==> config.mk <==
export PLATFORM = sky130hd
export DESIGN_NAME = host_bus_adapter
export DESIGN_NICKNAME = d
export VERILOG_FILES = /design/src/rtl/hba_pkg.sv /design/src/rtl/hba_reset_sync.sv /design/src/rtl/hba_sync.sv /design/src/rtl/hba_style_latch.sv /design/src/rtl/hba_xfer_ctrl.sv /design/src/rtl/hba_read_port.sv /design/src/rtl/host_bus_adapter.sv
export SDC_FILE = /design/constraint.sdc
export NUM_CORES = 1
export LEC_CHECK = 0
export BUFFER_PORTS_ARGS = -buffer_cell sky130_fd_sc_hd__buf_2
export CAP_MARGIN = 10
export CORE_UTILIZATION = 51
export DETAILED_ROUTE_END_ITERATION = 12
export GPL_ROUTABILITY_DRIVEN = 1
export PLACE_DENSITY = 0.76
export SLEW_MARGIN = 20
export SYNTH_ARGS = -nofsm -noshare
export SYNTH_HDL_FRONTEND = slang
export SYNTH_SLANG_ARGS = --single-unit
==> constraint.sdc <==
create_clock -name clk -period 1.95 [get_ports clk]
set_clock_uncertainty 0.1 [all_clocks]
set_input_delay 0.0975 -clock clk [delete_from_list [all_inputs] [get_ports clk]]
set_output_delay 0.0975 -clock clk [all_outputs]
set_load 0.02 [all_outputs]
==> src/rtl/hba_pkg.sv <==
package hba_pkg;
  typedef enum logic {
    BUS_SPLIT = 1'b0,
    BUS_PHASE = 1'b1
  } bus_style_e;
endpackage

==> src/rtl/hba_reset_sync.sv <==
module hba_reset_sync #(
  parameter int STAGES = 2
) (
  input  logic clk,
  input  logic rst_n,
  output logic rst_sync_n
);
  logic [STAGES-1:0] stg_q;
  logic [STAGES-1:0] stg_d;

  always_comb begin
    stg_d = {stg_q[STAGES-2:0], 1'b1};
  end

  always_ff @(posedge clk or negedge rst_n) begin
    if (!rst_n) stg_q <= '0;
    else        stg_q <= stg_d;
  end

  assign rst_sync_n = stg_q[STAGES-1];
endmodule

==> src/rtl/hba_sync.sv <==
module hba_sync #(
  parameter int          WIDTH   = 2,
  parameter logic [WIDTH-1:0] RST_VAL = '1
) (
  input  logic             clk,
  input  logic             rst_n,
  input  logic [WIDTH-1:0] d_i,
  output logic [WIDTH-1:0] q_o
);
  logic [WIDTH-1:0] meta_q;
  logic [WIDTH-1:0] safe_q;

  always_ff @(posedge clk or negedge rst_n) begin
    if (!rst_n) begin
      meta_q <= RST_VAL;
      safe_q <= RST_VAL;
    end else begin
      meta_q <= d_i;
      safe_q <= meta_q;
    end
  end

  assign q_o = safe_q;
endmodule

==> src/rtl/hba_style_latch.sv <==
module hba_style_latch
  import hba_pkg::*;
(
  input  logic       clk,
  input  logic       rst_sync_n,
  input  logic       strap_i,
  output bus_style_e style_o
);
  bus_style_e style_q;
  bus_style_e style_d;
  logic       style_en;

  // Load only while reset is held; frozen afterwards.
  always_comb begin
    style_en = !rst_sync_n;
    style_d  = strap_i ? BUS_PHASE : BUS_SPLIT;
  end

  always_ff @(posedge clk) begin
    if (style_en) style_q <= style_d;
  end

  assign style_o = style_q;

  p_style_frozen_r4: assert property (@(posedge clk) disable iff (!rst_sync_n)
    $past(rst_sync_n) |-> $stable(style_q));
endmodule

==> src/rtl/hba_xfer_ctrl.sv <==
module hba_xfer_ctrl
  import hba_pkg::*;
#(
  parameter int AW = 4,
  parameter int DW = 8
) (
  input  logic          clk,
  input  logic          rst_n,
  input  bus_style_e    style_i,
  input  logic          s_rd_i,
  input  logic          s_wr_i,
  input  logic [AW-1:0] addr_i,
  input  logic [DW-1:0] wdata_i,
  output logic          rd_en_o,
  output logic          wr_en_o,
  output logic [AW-1:0] addr_o,
  output logic [DW-1:0] wdata_o,
  output logic          rd_active_o
);
  logic          prev_rd_q, prev_wr_q;
  logic [AW-1:0] addr_cap_q, addr_cap_d;
  logic [DW-1:0] wdata_cap_q, wdata_cap_d;
  logic          rd_en_q, wr_en_q;
  logic [AW-1:0] addr_q, addr_d;
  logic [DW-1:0] wdata_q, wdata_d;
  logic          rd_fall, rd_rise, wr_rise;
  logic          rd_go, wr_go, rd_act, cap_en, out_en;

  always_comb begin
    rd_fall = prev_rd_q & ~s_rd_i;
    rd_rise = ~prev_rd_q & s_rd_i;
    wr_rise = ~prev_wr_q & s_wr_i;
    unique case (style_i)
      BUS_PHASE: begin
        rd_go  = rd_rise & s_wr_i;
        wr_go  = rd_fall & ~prev_wr_q;
        rd_act = s_rd_i & s_wr_i;
      end
      default: begin
        rd_go  = rd_fall;
        wr_go  = wr_rise;
        rd_act = ~s_rd_i;
      end
    endcase
    cap_en      = ~(rd_go | wr_go);
    out_en      = rd_go | wr_go;
    addr_cap_d  = addr_i;
    wdata_cap_d = wdata_i;
    addr_d      = addr_cap_q;
    wdata_d     = wdata_cap_q;
  end

  always_ff @(posedge clk or negedge rst_n) begin
    if (!rst_n) begin
      prev_rd_q   <= 1'b1;
      prev_wr_q   <= 1'b1;
      addr_cap_q  <= '0;
      wdata_cap_q <= '0;
      rd_en_q     <= 1'b0;
      wr_en_q     <= 1'b0;
      addr_q      <= '0;
      wdata_q     <= '0;
    end else begin
      prev_rd_q <= s_rd_i;
      prev_wr_q <= s_wr_i;
      rd_en_q   <= rd_go;
      wr_en_q   <= wr_go;
      if (cap_en) begin
        addr_cap_q  <= addr_cap_d;
        wdata_cap_q <= wdata_cap_d;
      end
      if (out_en) begin
        addr_q  <= addr_d;
        wdata_q <= wdata_d;
      end
    end
  end

  assign rd_en_o     = rd_en_q;
  assign wr_en_o     = wr_en_q;
  assign addr_o      = addr_q;
  assign wdata_o     = wdata_q;
  assign rd_active_o = rd_act;

  // a phase-style write pulse follows a phase-pin low seen after a high one
  p_phase_wr_after_fall_r2: assert property (@(posedge clk) disable iff (!rst_n)
    (style_i == BUS_PHASE && wr_en_q) |-> ($past(!s_rd_i) && $past(prev_rd_q)));
endmodule

==> src/rtl/hba_read_port.sv <==
module hba_read_port #(
  parameter int DW = 8
) (
  input  logic          clk,
  input  logic          rst_n,
  input  logic          rd_en_i,
  input  logic          rd_active_i,
  input  logic [DW-1:0] reg_rdata_i,
  output logic [DW-1:0] rdata_o,
  output logic          oe_o
);
  logic [DW-1:0] rdata_q, rdata_d;
  logic          oe_q, oe_d;

  always_comb begin
    rdata_d = reg_rdata_i;
    oe_d    = rd_active_i & (oe_q | rd_en_i);
  end

  always_ff @(posedge clk or negedge rst_n) begin
    if (!rst_n) begin
      rdata_q <= '0;
      oe_q    <= 1'b0;
    end else begin
      if (rd_en_i) rdata_q <= rdata_d;
      oe_q <= oe_d;
    end
  end

  assign oe_o    = oe_q;
  assign rdata_o = oe_q ? rdata_q : '0;

  p_oe_after_pulse_r8: assert property (@(posedge clk) disable iff (!rst_n)
    $rose(oe_q) |-> $past(rd_en_i));
  p_oe_drops_r8: assert property (@(posedge clk) disable iff (!rst_n)
    !rd_active_i |=> !oe_q);
endmodule

==> src/rtl/host_bus_adapter.sv <==
module host_bus_adapter
  import hba_pkg::*;
#(
  parameter int AW = 4,
  parameter int DW = 8
) (
  input  logic          clk,
  input  logic          rst_n,
  input  logic          strap_style_i,
  input  logic          host_rd_i,
  input  logic          host_wr_i,
  input  logic [AW-1:0] host_addr_i,
  input  logic [DW-1:0] host_wdata_i,
  output logic [DW-1:0] host_rdata_o,
  output logic          host_rdata_oe_o,
  output logic [AW-1:0] reg_addr_o,
  output logic [DW-1:0] reg_wdata_o,
  output logic          reg_rd_en_o,
  output logic          reg_wr_en_o,
  input  logic [DW-1:0] reg_rdata_i
);
  localparam int NPINS = 2;

  logic             rst_sync_n;
  bus_style_e       style;
  logic [NPINS-1:0] pins_sync;
  logic             rd_active;

  hba_reset_sync #(.STAGES(2)) u_rst (
    .clk(clk), .rst_n(rst_n), .rst_sync_n(rst_sync_n)
  );

  hba_style_latch u_style (
    .clk(clk), .rst_sync_n(rst_sync_n), .strap_i(strap_style_i), .style_o(style)
  );

  hba_sync #(.WIDTH(NPINS), .RST_VAL({NPINS{1'b1}})) u_sync (
    .clk(clk), .rst_n(rst_sync_n),
    .d_i({host_wr_i, host_rd_i}), .q_o(pins_sync)
  );

  hba_xfer_ctrl #(.AW(AW), .DW(DW)) u_xfer (
    .clk(clk), .rst_n(rst_sync_n), .style_i(style),
    .s_rd_i(pins_sync[0]), .s_wr_i(pins_sync[1]),
    .addr_i(host_addr_i), .wdata_i(host_wdata_i),
    .rd_en_o(reg_rd_en_o), .wr_en_o(reg_wr_en_o),
    .addr_o(reg_addr_o), .wdata_o(reg_wdata_o),
    .rd_active_o(rd_active)
  );

  hba_read_port #(.DW(DW)) u_rport (
    .clk(clk), .rst_n(rst_sync_n),
    .rd_en_i(reg_rd_en_o), .rd_active_i(rd_active),
    .reg_rdata_i(reg_rdata_i),
    .rdata_o(host_rdata_o), .oe_o(host_rdata_oe_o)
  );

  p_en_exclusive_r11: assert property (@(posedge clk) disable iff (!rst_sync_n)
    !(reg_rd_en_o && reg_wr_en_o));
  p_wr_single_r5: assert property (@(posedge clk) disable iff (!rst_sync_n)
    reg_wr_en_o |=> !reg_wr_en_o);
  p_rd_single_r5: assert property (@(posedge clk) disable iff (!rst_sync_n)
    reg_rd_en_o |=> !reg_rd_en_o);
  p_idle_zero_r8: assert property (@(posedge clk) disable iff (!rst_sync_n)
    !host_rdata_oe_o |-> (host_rdata_o == '0));
  p_split_wr_on_rise_r6: assert property (@(posedge clk) disable iff (!rst_sync_n)
    (style == BUS_SPLIT && reg_wr_en_o) |-> ($past(host_wr_i, 3) && !$past(host_wr_i, 4)));
  p_reset_quiet_r9: assert property (@(posedge clk)
    !rst_n |-> (!reg_wr_en_o && !reg_rd_en_o && !host_rdata_oe_o));
endmodule

Yosys cells after proc, flatten, opt, wreduce, memory -nomap -nowiden. Cells that the tools add are included.

Register bits: 44. Output and inout bits: 23. Input port bits: 25.

Bitwise operators: 12. Multiplexer cells: 5.

Operators by type and width (number): 2-to-1 mux 8 bit (1); bitwise AND 1 bit (7); 2-to-1 mux 1 bit (4); NOT 1 bit (3); bitwise OR 1 bit (2).

Longest topological paths before layout. Gate-level depths: netlist (run 1).

Depth after elaboration: 5. Gate-level depth with buffers: 5.

Hierarchy. Synthesis (run 1) repeated with hierarchy kept, for this count alone.

Cell total of the unflattened synthesis: 101. Area, all modules: 1685.4 µm².

Modules (own cells, without submodules): hba_xfer_ctrl (seq. area each 703.2 µm², cells an instance 65, instances 1, area an instance 1078.5 µm²); hba_read_port (seq. area each 225.2 µm², cells an instance 27, instances 1, area an instance 414.1 µm²); hba_sync (seq. area each 105.1 µm², cells an instance 4, instances 1, area an instance 105.1 µm²); hba_reset_sync (seq. area each 50.0 µm², cells an instance 3, instances 1, area an instance 53.8 µm²); hba_style_latch (seq. area each 30.0 µm², cells an instance 2, instances 1, area an instance 33.8 µm²).

Worst setup path before layout (run 1). No wires, ideal clock.

Kind: register to register. Start: register u_sync.safe_q[1] (netlist: u_sync.q_o[1]). End: register u_xfer.addr_cap_q[0]. Required time: 1725 ps. Cell stages (with the launch flop): 6. Data arrival time: 1555 ps. Path slack: 170 ps. Cell sequence: dfstp_2 > or3b_1 > o211a_1 > buf_6 > buf_12 > mux2_4.

Cells in the longest elaborated chain, start to end: 3. Elaborated cells on any way between the ends: 5. Those cells by class: mux (2); bitwise (3).

RTL lines: start, declared (RTL line hba_sync.sv:11) `logic [WIDTH-1:0] safe_q;`; start signal, assigned (RTL line hba_sync.sv:19) `safe_q <= meta_q;`; bitwise AND 1 bit, on equally long branches (RTL line hba_xfer_ctrl.sv:35, hba_xfer_ctrl.sv:32); 2-to-1 mux 1 bit (RTL line hba_xfer_ctrl.sv:33) `unique case (style_i)`; bitwise OR 1 bit * (RTL line hba_xfer_ctrl.sv:45) `cap_en = ~(rd_go | wr_go);`; end signal, assigned (RTL line hba_xfer_ctrl.sv:69) `addr_cap_q <= addr_cap_d;`; end, declared (RTL line hba_xfer_ctrl.sv:21) `logic [AW-1:0] addr_cap_q, addr_cap_d;`.

Every way passes the cells marked *; elsewhere a longest branch is shown, timed or not. A chain may end at the register's enable or synchronous reset.

Worst setup path after layout (run 1).
Start: register u_sync.safe_q[1] (netlist: u_sync.q_o[1]). End: register u_xfer.wdata_cap_q[7].

Cells in the longest elaborated chain, start to end: 3. Elaborated cells on any way between the ends: 5. Those cells by class: mux (2); bitwise (3).

RTL lines: bitwise AND 1 bit, on equally long branches (RTL line hba_xfer_ctrl.sv:35, hba_xfer_ctrl.sv:32); 2-to-1 mux 1 bit (RTL line hba_xfer_ctrl.sv:33); bitwise OR 1 bit * (RTL line hba_xfer_ctrl.sv:45); end signal, assigned (RTL line hba_xfer_ctrl.sv:70) `wdata_cap_q <= wdata_cap_d;`; end, declared (RTL line hba_xfer_ctrl.sv:22) `logic [DW-1:0] wdata_cap_q, wdata_cap_d;`.

Marks and branches as above.

==> run_results.csv, run 1 <==
group,metric,value,unit
detailed_routing,via_per_inst,4.79,
clocking,numCtsBuffers,5,
global_route,grt_max_degree,42,
finish,nFillCells,222,
critical_path,r2r-start,"u_sync.q_o[1]",
global_route,first_global_vias,1110,
critical_path,cp_cell_sequence,"or3b_1, o211a_1, buf_12, mux2_4",
sta,final.min_clock_period,1800,ps
finish,drive_gt1_frac,0.528,
finish,finalNonFillerCells,224,
power_and_ir_drop,fin_total_pwr,2.09,mW
power_and_ir_drop,p_leak,1.15,nW
finish,final_util,0.738,
detailed_routing,wl_per_cell,13.0,microns
finish,area_growth,33.5,%
global_route,grt_overflow,0,
sta,slew_viol_final,0,
clocking,post-cts-setup-buffers,0,
finish,fin_area,0.00233,sq mm
synth,netlist.area_leader.share,0.531,
clocking,clk_pin_slew,120,ps
synth,ys_top_cells_by_count,"dfrtp_1 (37), mux2_4 (20), mux2_2 (12)",
detailed_routing,route.detailed.drc,0,
synth,synth-seq-cells,44,
clocking,cts_root_buffer,"clkbuf_4",
sta,finalSetupTns,0,ps
flow_run,maxCapViolCount,0,
global_route,grt_pass1_wl,4.82,mm
floorplanning,die_y,60.5,microns
floorplanning,io_pins,48,
critical_path,cp_slowest_cell,"dfstp_2",
floorplanning,initial_core_util,0.553,
synth,synth_ff_type,"dfrtp_1",
synth,yosysTopAreaCell,"dfrtp_1",
detailed_routing,drt-total-wl,2.90,mm
critical_path,worst_setup_path_start_kind,"flop",
clocking,htree_levels,2,
clocking,clk_latency,350,ps
detailed_routing,ant_nets,0,
sta,hold_violations,0,
power_and_ir_drop,peakVddDrop,0.594,mV
critical_path,critPathLaunch,"u_sync.q_o[1]",
global_route,antenna_found_initial,0,
synth,avgSynthCellArea,17.1,sq um
synth,syn-cell-area,0.00174,sq mm
place,dp.cells,191,
critical_path,end_kind,"flop",
clocking,cts_tree,"built",
detailed_routing,drt_iter0_drc,17,
place,port_buffers,47,
clocking,clockBufferDepth,2,
critical_path,worst_ep_arrival_time,1940,ps
synth,syn-num-nets,127,
sta,rsz0062_at_grt,"false",
synth,synth-edff-count,1,
floorplanning,die_w,60.5,microns
synth,async_flop_share,0.977,
synth,yosysSeqAreaShare,0.639,
place,gp_congestion,0.656,
sta,final-setup-viol-count,0,
floorplanning,coreArea,0.00315,sq mm
critical_path,path_class,"reg2reg",
synth,synthCells,102,
clocking,ctsHoldBuffers,25,
synth,synth_most_common_cell,"dfrtp_1",
floorplanning,rows,20,
floorplanning,die_area,0.00366,sq mm
synth,yosysUniqueCellTypes,20,
power_and_ir_drop,power_density,897,mW/mm^2
synth,yosysWarnings,0,
finish,antennaDiodeCount,0,
critical_path,required,2090,ps
critical_path,crit_fanout,24,
clocking,cts_num_sinks,44,
clocking,cts-resized-gates,0,
worst_hold_path,hold_path.class,"reg2async",
place,hpwl,1.93,mm
detailed_routing,dr.pass1.iters,2,
sta,max_freq,555,MHz
finish,nets,204,
place,dpl_cell_area,0.00201,sq mm
run_status,status,"completed",
critical_path,slowest_delay,580,ps
sta,fin_crit_sh,0.925,
synth,synth.area.top_cells,"dfrtp_1 (53%), mux2_4 (17%), dfstp_2 (9.0%)",
global_route,gr-usage-all-layers,0.190,
detailed_routing,vias,1074,
cell usage in the layout, fill, tap and decap left out, types with 2 or more instances in the layout:
cell type      synthesis  final
and2_1                 9      9
dlygate4sd3_1          0     25
clkbuf_4               0      5
buf_2                  0     47
mux2_2                12     12
o21ai_0                2      2
mux2_4                20     20
clkbuf_8               0      2
nand2b_1               2      2
dfrtp_1               37     36
dfstp_2                6      6
path summary, 6_finish.rpt:
check	endpoint	slack, ps	depth (start not counted)
worst max register to register	u_xfer.wdata_cap_q[7]	150	4
min in group clk	u_sync.q_o[0]	260	0
worst max-delay path	u_xfer.wdata_cap_q[7]	150	4
worst min register to register	u_xfer.wdata_o[5]	240	1
max in group asynchronous	u_rst.stg_q[1]	1140	3
worst min-delay path	u_xfer.wdata_o[5]	240	1
metal layers:
layer  track usage  wire length (microns)  vias to the layer above
met5             0                      0                        -
li1              -                      -                      505
met3        0.0469                    117                       11
met1         0.227                   1270                      522
met2         0.309                   1430                       36
met4         0.123                     86                        0
worst max-delay path, delay by kind of cell (launching register included):
| kind | cells | cell delay [ps] |
|---|---|---|
| AND/OR/NAND/NOR | 1 | 360 |
| buffers and inverters | 1 | 180 |
| multiplexers | 1 | 310 |
| AO/OA/AOI/OAI | 1 | 160 |
| flip-flops | 1 | 580 |
cells by family after synthesis:
family / after synthesis / share of synthesized area
DFF: 44 / 0.639
AOI/OAI and AO/OA: 5 / 0.0187
muxes: 32 / 0.250
other: 1 / 0.00215
and+or+nand+nor: 15 / 0.0567
buffers and inverters: 5 / 0.0337
power by group:
group          internal, mW  switching (mW)  total [mW]
registers              1.06          0.0820        1.14
logic                 0.265           0.205       0.469
clock network         0.212           0.267       0.480
total                  1.53           0.554        2.09
registers in the layout, indices dropped and copies added, names as in the netlist, 2 cells and up:
| register | cells |
|---|---|
| u_rst.stg_q | 2 |
| u_sync.meta_q | 2 |
| u_rport.rdata_q | 8 |
| u_xfer.wdata_cap_q | 8 |
| u_xfer.wdata_o | 8 |
| u_xfer.addr_cap_q | 4 |
| u_xfer.addr_o | 4 |
| u_sync.q_o | 2 |
final cells by class:
cell class | instances | area [sq um] | share of cell area
Clock buffer | 8 | 68.8 | 0.0296
Multi-Input combinational cell | 53 | 571 | 0.245
Sequential cell | 44 | 1110 | 0.479
Inverter | 1 | 3.75 | 0.00161
Timing Repair Buffer | 74 | 513 | 0.221
Tap cell | 44 | 55.1 | 0.0237
metrics by stage:
step / hold WS (ps) / setup WS (ps)
final: 243 / 147
after floorplan: -298 / 170
after global placement: -215 / 214
after detailed placement: -211 / 169
after CTS: 258 / 142
after global routing: 255 / 97.2
Power figures use the tool's default switching activity.
==> inputs of run 2 (changes only) <==
--- a/config.mk
+++ b/config.mk
@@ -7,10 +7,11 @@
 export LEC_CHECK = 0
 export BUFFER_PORTS_ARGS = -buffer_cell sky130_fd_sc_hd__buf_2
 export CAP_MARGIN = 10
-export CORE_UTILIZATION = 51
+export CORE_UTILIZATION = 40
+export CTS_BUF_LIST = sky130_fd_sc_hd__clkbuf_16
 export DETAILED_ROUTE_END_ITERATION = 12
 export GPL_ROUTABILITY_DRIVEN = 1
-export PLACE_DENSITY = 0.76
+export PLACE_DENSITY = 0.62
 export SLEW_MARGIN = 20
 export SYNTH_ARGS = -nofsm -noshare
 export SYNTH_HDL_FRONTEND = slang
==> run 2 against run 1 <==
Effect of this change: global-route usage fell by 4.8 points; largest cell class unchanged; critical endpoint is now u_xfer.addr_cap_q[0]; register-to-register slack better by 30 ps; sequential power about the same; core utilization is 15 points lower; sequential share of layout area decreased by 1.3 points; total power grew 13%; clock power increased by 57%; non-clock buffer count is 1 lower; flip-flop and latch count unchanged.
==> run_results.csv, run 2 (synthesis results as in run 1) <==
group,metric,value,unit
run_status,status,"completed",
power_and_ir_drop,peakVddDrop,0.655,mV
critical_path,worst_ep_arrival_time,1830,ps
power_and_ir_drop,power_density,985,mW/mm^2
clocking,ctsHoldBuffers,24,
global_route,antenna_found_initial,0,
sta,finalSetupTns,0,ps
detailed_routing,drt-total-wl,2.86,mm
floorplanning,die_w,68.0,microns
detailed_routing,drt_iter0_drc,36,
clocking,cts_tree,"built",
finish,fin_area,0.00239,sq mm
place,port_buffers,47,
floorplanning,coreArea,0.00409,sq mm
worst_hold_path,hold_path.class,"in2async",
place,gp_congestion,0.663,
global_route,gr-usage-all-layers,0.142,
detailed_routing,dr.pass1.iters,3,
place,dpl_cell_area,0.00201,sq mm
finish,area_growth,37.2,%
clocking,cts_root_buffer,"clkbuf_16",
critical_path,reg2reg_depth,4,
critical_path,critical_path_buf_inv_count,1,
critical_path,cp_slowest_cell,"dfstp_2",
floorplanning,initial_core_util,0.427,
global_route,grt_pass1_wl,4.70,mm
finish,nets,203,
global_route,grt_max_degree,42,
finish,drive_gt1_frac,0.520,
clocking,htree_levels,2,
sta,rsz0062_at_grt,"false",
clocking,clockBufferDepth,2,
power_and_ir_drop,p_leak,1.18,nW
floorplanning,die_y,68.0,microns
sta,final.min_clock_period,1770,ps
critical_path,crit_fanout,24,
clocking,clk_latency,270,ps
global_route,first_global_vias,1051,
sta,max_freq,564,MHz
detailed_routing,route.detailed.drc,0,
clocking,cts_num_sinks,44,
critical_path,required,2010,ps
critical_path,path_class,"reg2reg",
clocking,numCtsBuffers,5,
detailed_routing,wl_per_cell,12.5,microns
place,hpwl,1.89,mm
sta,hold_violations,0,
sta,fin_crit_sh,0.909,
critical_path,reg2reg_slack,180,ps
global_route,grt_overflow,0,
critical_path,end_kind,"flop",
floorplanning,die_area,0.00463,sq mm
critical_path,cp_cell_sequence,"or3b_1, o211a_1, buf_12, mux2_4",
sta,final-setup-viol-count,0,
critical_path,worst_setup_path_start_kind,"flop",
sta,slew_viol_final,0,
clocking,post-cts-setup-buffers,0,
clocking,cts-resized-gates,0,
critical_path,worstReg2RegEnd,"u_xfer.addr_cap_q[0]",
detailed_routing,vias,1059,
finish,final_cell_mix,"buf_2 (47), dfrtp_1 (36), dlygate4sd3_1 (24)",
finish,antennaDiodeCount,0,
detailed_routing,via_per_inst,4.62,
critical_path,r2r-start,"u_sync.q_o[1]",
floorplanning,io_pins,48,
flow_run,maxCapViolCount,0,
critical_path,slowest_delay,560,ps
detailed_routing,ant_nets,0,
critical_path,path_delay_family,"flip-flops",
clocking,clk_pin_slew,50,ps
floorplanning,rows,23,
finish,final_common_cell,"buf_2",
-- run 2: changes by cell type in the layout (fill, tap and decap cells not counted), sizes merged --
cell,previous run,this run
clkbuf,8,5
inv,1,3
dlygate4sd3,25,24
clkinv,0,1
-- run 2: worst max path at each step --
stage / slack [ps] / cells after the start / to / startpoint
after floorplan: 170 / 5 / u_xfer.addr_cap_q[0] / u_sync.q_o[1]
after global placement: 210 / 4 / u_xfer.addr_cap_q[3] / u_sync.q_o[1]
after detailed placement: 180 / 4 / u_xfer.addr_o[3] / u_sync.q_o[1]
after CTS: 160 / 4 / u_xfer.addr_cap_q[2] / u_sync.q_o[1]
after global routing: 140 / 4 / u_xfer.wdata_o[5] / u_sync.q_o[1]
final: 180 / 4 / u_xfer.addr_cap_q[0] / u_sync.q_o[1]
-- run 2: final cells by class --
| class | count | area, sq um |
|---|---|---|
| fillers | 342 | 1700 |
| flip-flops and latches | 44 | 1110 |
| multi-input cells | 53 | 571 |
| repair buffers | 73 | 503 |
| clock buffers | 5 | 125 |
| well taps | 50 | 62.6 |
| clock inverters | 3 | 11.3 |
| inverters | 1 | 3.75 |
-- run 2: power breakdown --
| part | total (mW) | leakage, nW | internal (mW) | switching [mW] |
|---|---|---|---|---|
| logic | 0.466 | 0.595 | 0.263 | 0.203 |
| registers | 1.14 | 0.510 | 1.06 | 0.0774 |
| clock network | 0.754 | 0.0738 | 0.460 | 0.294 |
-- run 2: per-layer routing --
metal  wire, microns  vias to the layer above  part of all wire  global-route usage
li1                -                      501                 -                   -
met1            1230                      525              0.43               0.164
met2            1460                       28              0.51               0.244
met3             126                        5             0.044              0.0350
met4              39                        0             0.014              0.0703
met5               0                        -                 0                   0
-- run 2: worst register-to-register path, cell delays in order, from the launching register on --
cell and delay [ps]:
dfstp_2 560, or3b_1 340, o211a_1 160, buf_12 180, mux2_4 310
-- run 2: per-stage QoR --
step / std cells / utilization / power (mW) / worst slack [ps] / hold WS [ps]
3_5_place_dp: 197 / 0.493 / 1.59 / 181 / -213
5_1_grt: 229 / 0.585 / 2.48 / 142 / 46.2
2_1_floorplan: 102 / - / 1.46 / 170 / -298
3_3_place_gp: 197 / 0.493 / 1.57 / 209 / -216
4_1_cts: 229 / 0.585 / 2.40 / 164 / 24.7
6_report: 229 / 0.585 / 2.36 / 177 / 33.9
==> inputs of run 3 (changes only) <==
--- a/config.mk
+++ b/config.mk
@@ -11,6 +11,7 @@
 export CTS_BUF_LIST = sky130_fd_sc_hd__clkbuf_16
 export DETAILED_ROUTE_END_ITERATION = 12
 export GPL_ROUTABILITY_DRIVEN = 1
+export HOLD_SLACK_MARGIN = 0.15
 export PLACE_DENSITY = 0.62
 export SLEW_MARGIN = 20
 export SYNTH_ARGS = -nofsm -noshare
==> run 3 against run 2 <==
Effect of this change: flip-flop and latch count did not move; global-route usage barely moved; sequential power barely moved; largest power group unchanged; highest routed layer unchanged.
==> run_results.csv, run 3 (synthesis results as in run 1) <==
group,metric,value,unit
global_route,gr-usage-all-layers,0.142,
sta,fin_crit_sh,0.909,
floorplanning,die_y,68.0,microns
sta,final-setup-viol-count,0,
global_route,grt_pass1_wl,4.72,mm
run_status,status,"completed",
critical_path,path_class,"reg2reg",
global_route,antenna_found_initial,0,
critical_path,worst_setup_path_start_kind,"flop",
detailed_routing,vias,1064,
finish,final_cell_mix,"buf_2 (47), dfrtp_1 (36), dlygate4sd3_1 (25)",
detailed_routing,dr.pass1.iters,3,
clocking,clk_pin_slew,60,ps
finish,regArea,0.00111,sq mm
detailed_routing,wl_per_cell,12.5,microns
detailed_routing,drt_iter0_drc,31,
floorplanning,initial_core_util,0.427,
critical_path,reg2reg_depth,4,
place,hpwl,1.89,mm
floorplanning,die_w,68.0,microns
detailed_routing,ant_nets,0,
worst_hold_path,hold_path.class,"reg2async",
critical_path,reg2reg_slack,180,ps
global_route,grt_overflow,0,
floorplanning,coreArea,0.00409,sq mm
clocking,cts_num_sinks,44,
critical_path,worstReg2RegEnd,"u_xfer.addr_cap_q[0]",
critical_path,r2r-start,"u_sync.q_o[1]",
floorplanning,die_area,0.00463,sq mm
detailed_routing,route.detailed.drc,0,
sta,hold_slack,235,ps
power_and_ir_drop,peakVddDrop,0.655,mV
place,gp_congestion,0.663,
place,port_buffers,47,
sta,final.min_clock_period,1770,ps
power_and_ir_drop,p_leak,1.18,nW
finish,antennaDiodeCount,0,
critical_path,worst_ep_arrival_time,1830,ps
power_and_ir_drop,fin_total_pwr,2.36,mW
finish,area_growth,37.8,%
clocking,cts_root_buffer,"clkbuf_16",
clocking,cts_tree,"built",
finish,multi_input_area,571,sq um
critical_path,end_kind,"flop",
clocking,ctsHoldBuffers,25,
flow_run,maxCapViolCount,0,
clocking,htree_levels,2,
finish,final_common_cell,"buf_2",
floorplanning,rows,23,
finish,drive_gt1_frac,0.517,
critical_path,crit_fanout,24,
sta,finalSetupTns,0,ps
critical_path,crit_end,"u_xfer.addr_cap_q[0]",
power_and_ir_drop,power_density,982,mW/mm^2
clocking,cts-resized-gates,0,
critical_path,critPathLaunch,"u_sync.q_o[1]",
finish,nets,204,
sta,rsz0062_at_grt,"false",
clocking,numCtsBuffers,5,
clocking,clk_latency,270,ps
detailed_routing,via_per_inst,4.63,
sta,max_freq,564,MHz
global_route,grt_max_degree,42,
finish,nFillCells,341,
detailed_routing,drt-total-wl,2.87,mm
global_route,first_global_vias,1056,
clocking,clockBufferDepth,2,
critical_path,required,2010,ps
sta,slew_viol_final,0,
clocking,post-cts-setup-buffers,0,
sta,hold_violations,0,
floorplanning,io_pins,48,
-- run 3: worst max-delay path: stages (launching register included) --
cell and delay, ps:
dfstp_2 560, or3b_1 340, o211a_1 160, buf_12 180, mux2_4 300
-- run 3: worst min-delay path by stage --
stage / from / depth (start not counted) / slack (ps) / endpoint
after global routing: u_rst.stg_q[0] / 0 / 250 / u_rst.stg_q[1]
final: u_rst.stg_q[1] / 1 / 230 / u_xfer.addr_cap_q[2]
after CTS: u_rst.stg_q[0] / 0 / 250 / u_rst.stg_q[1]
after detailed placement: rst_n / 1 / -210 / u_rst.stg_q[0]
after global placement: rst_n / 1 / -220 / u_rst.stg_q[0]
after floorplan: rst_n / 0 / -300 / u_rst.stg_q[0]
-- run 3: metrics by stage --
step                      std cells  cell area [sq um]  setup WS, ps   util
after floorplan                 102               1740           170      -
after global placement          197               2010           209  0.493
after detailed placement        197               2010           181  0.493
after CTS                       230               2400           164  0.588
after global routing            230               2400           142  0.588
final                           230               2400           177  0.588
-- run 3: power by group --
| part | switching [mW] | leakage (nW) | internal [mW] |
|---|---|---|---|
| clock network | 0.294 | 0.0738 | 0.460 |
| logic | 0.203 | 0.599 | 0.265 |
| registers | 0.0777 | 0.510 | 1.06 |
-- run 3: area by class of cell --
type / count / area share
sequential: 44 / 0.464
multi-input combinational: 53 / 0.238
timing repair buffer: 74 / 0.214
clock buffer: 5 / 0.0521
tap: 50 / 0.0261
clock inverter: 3 / 0.00469
inverter: 1 / 0.00156
-- run 3: layer usage --
layer	routed length, microns	GRT usage	vias to the layer above	share of wire
li1	-	-	502	-
met1	1230	0.164	529	0.43
met2	1470	0.245	28	0.51
met3	126	0.0350	5	0.044
met4	39	0.0703	0	0.014
met5	0	0	-	0
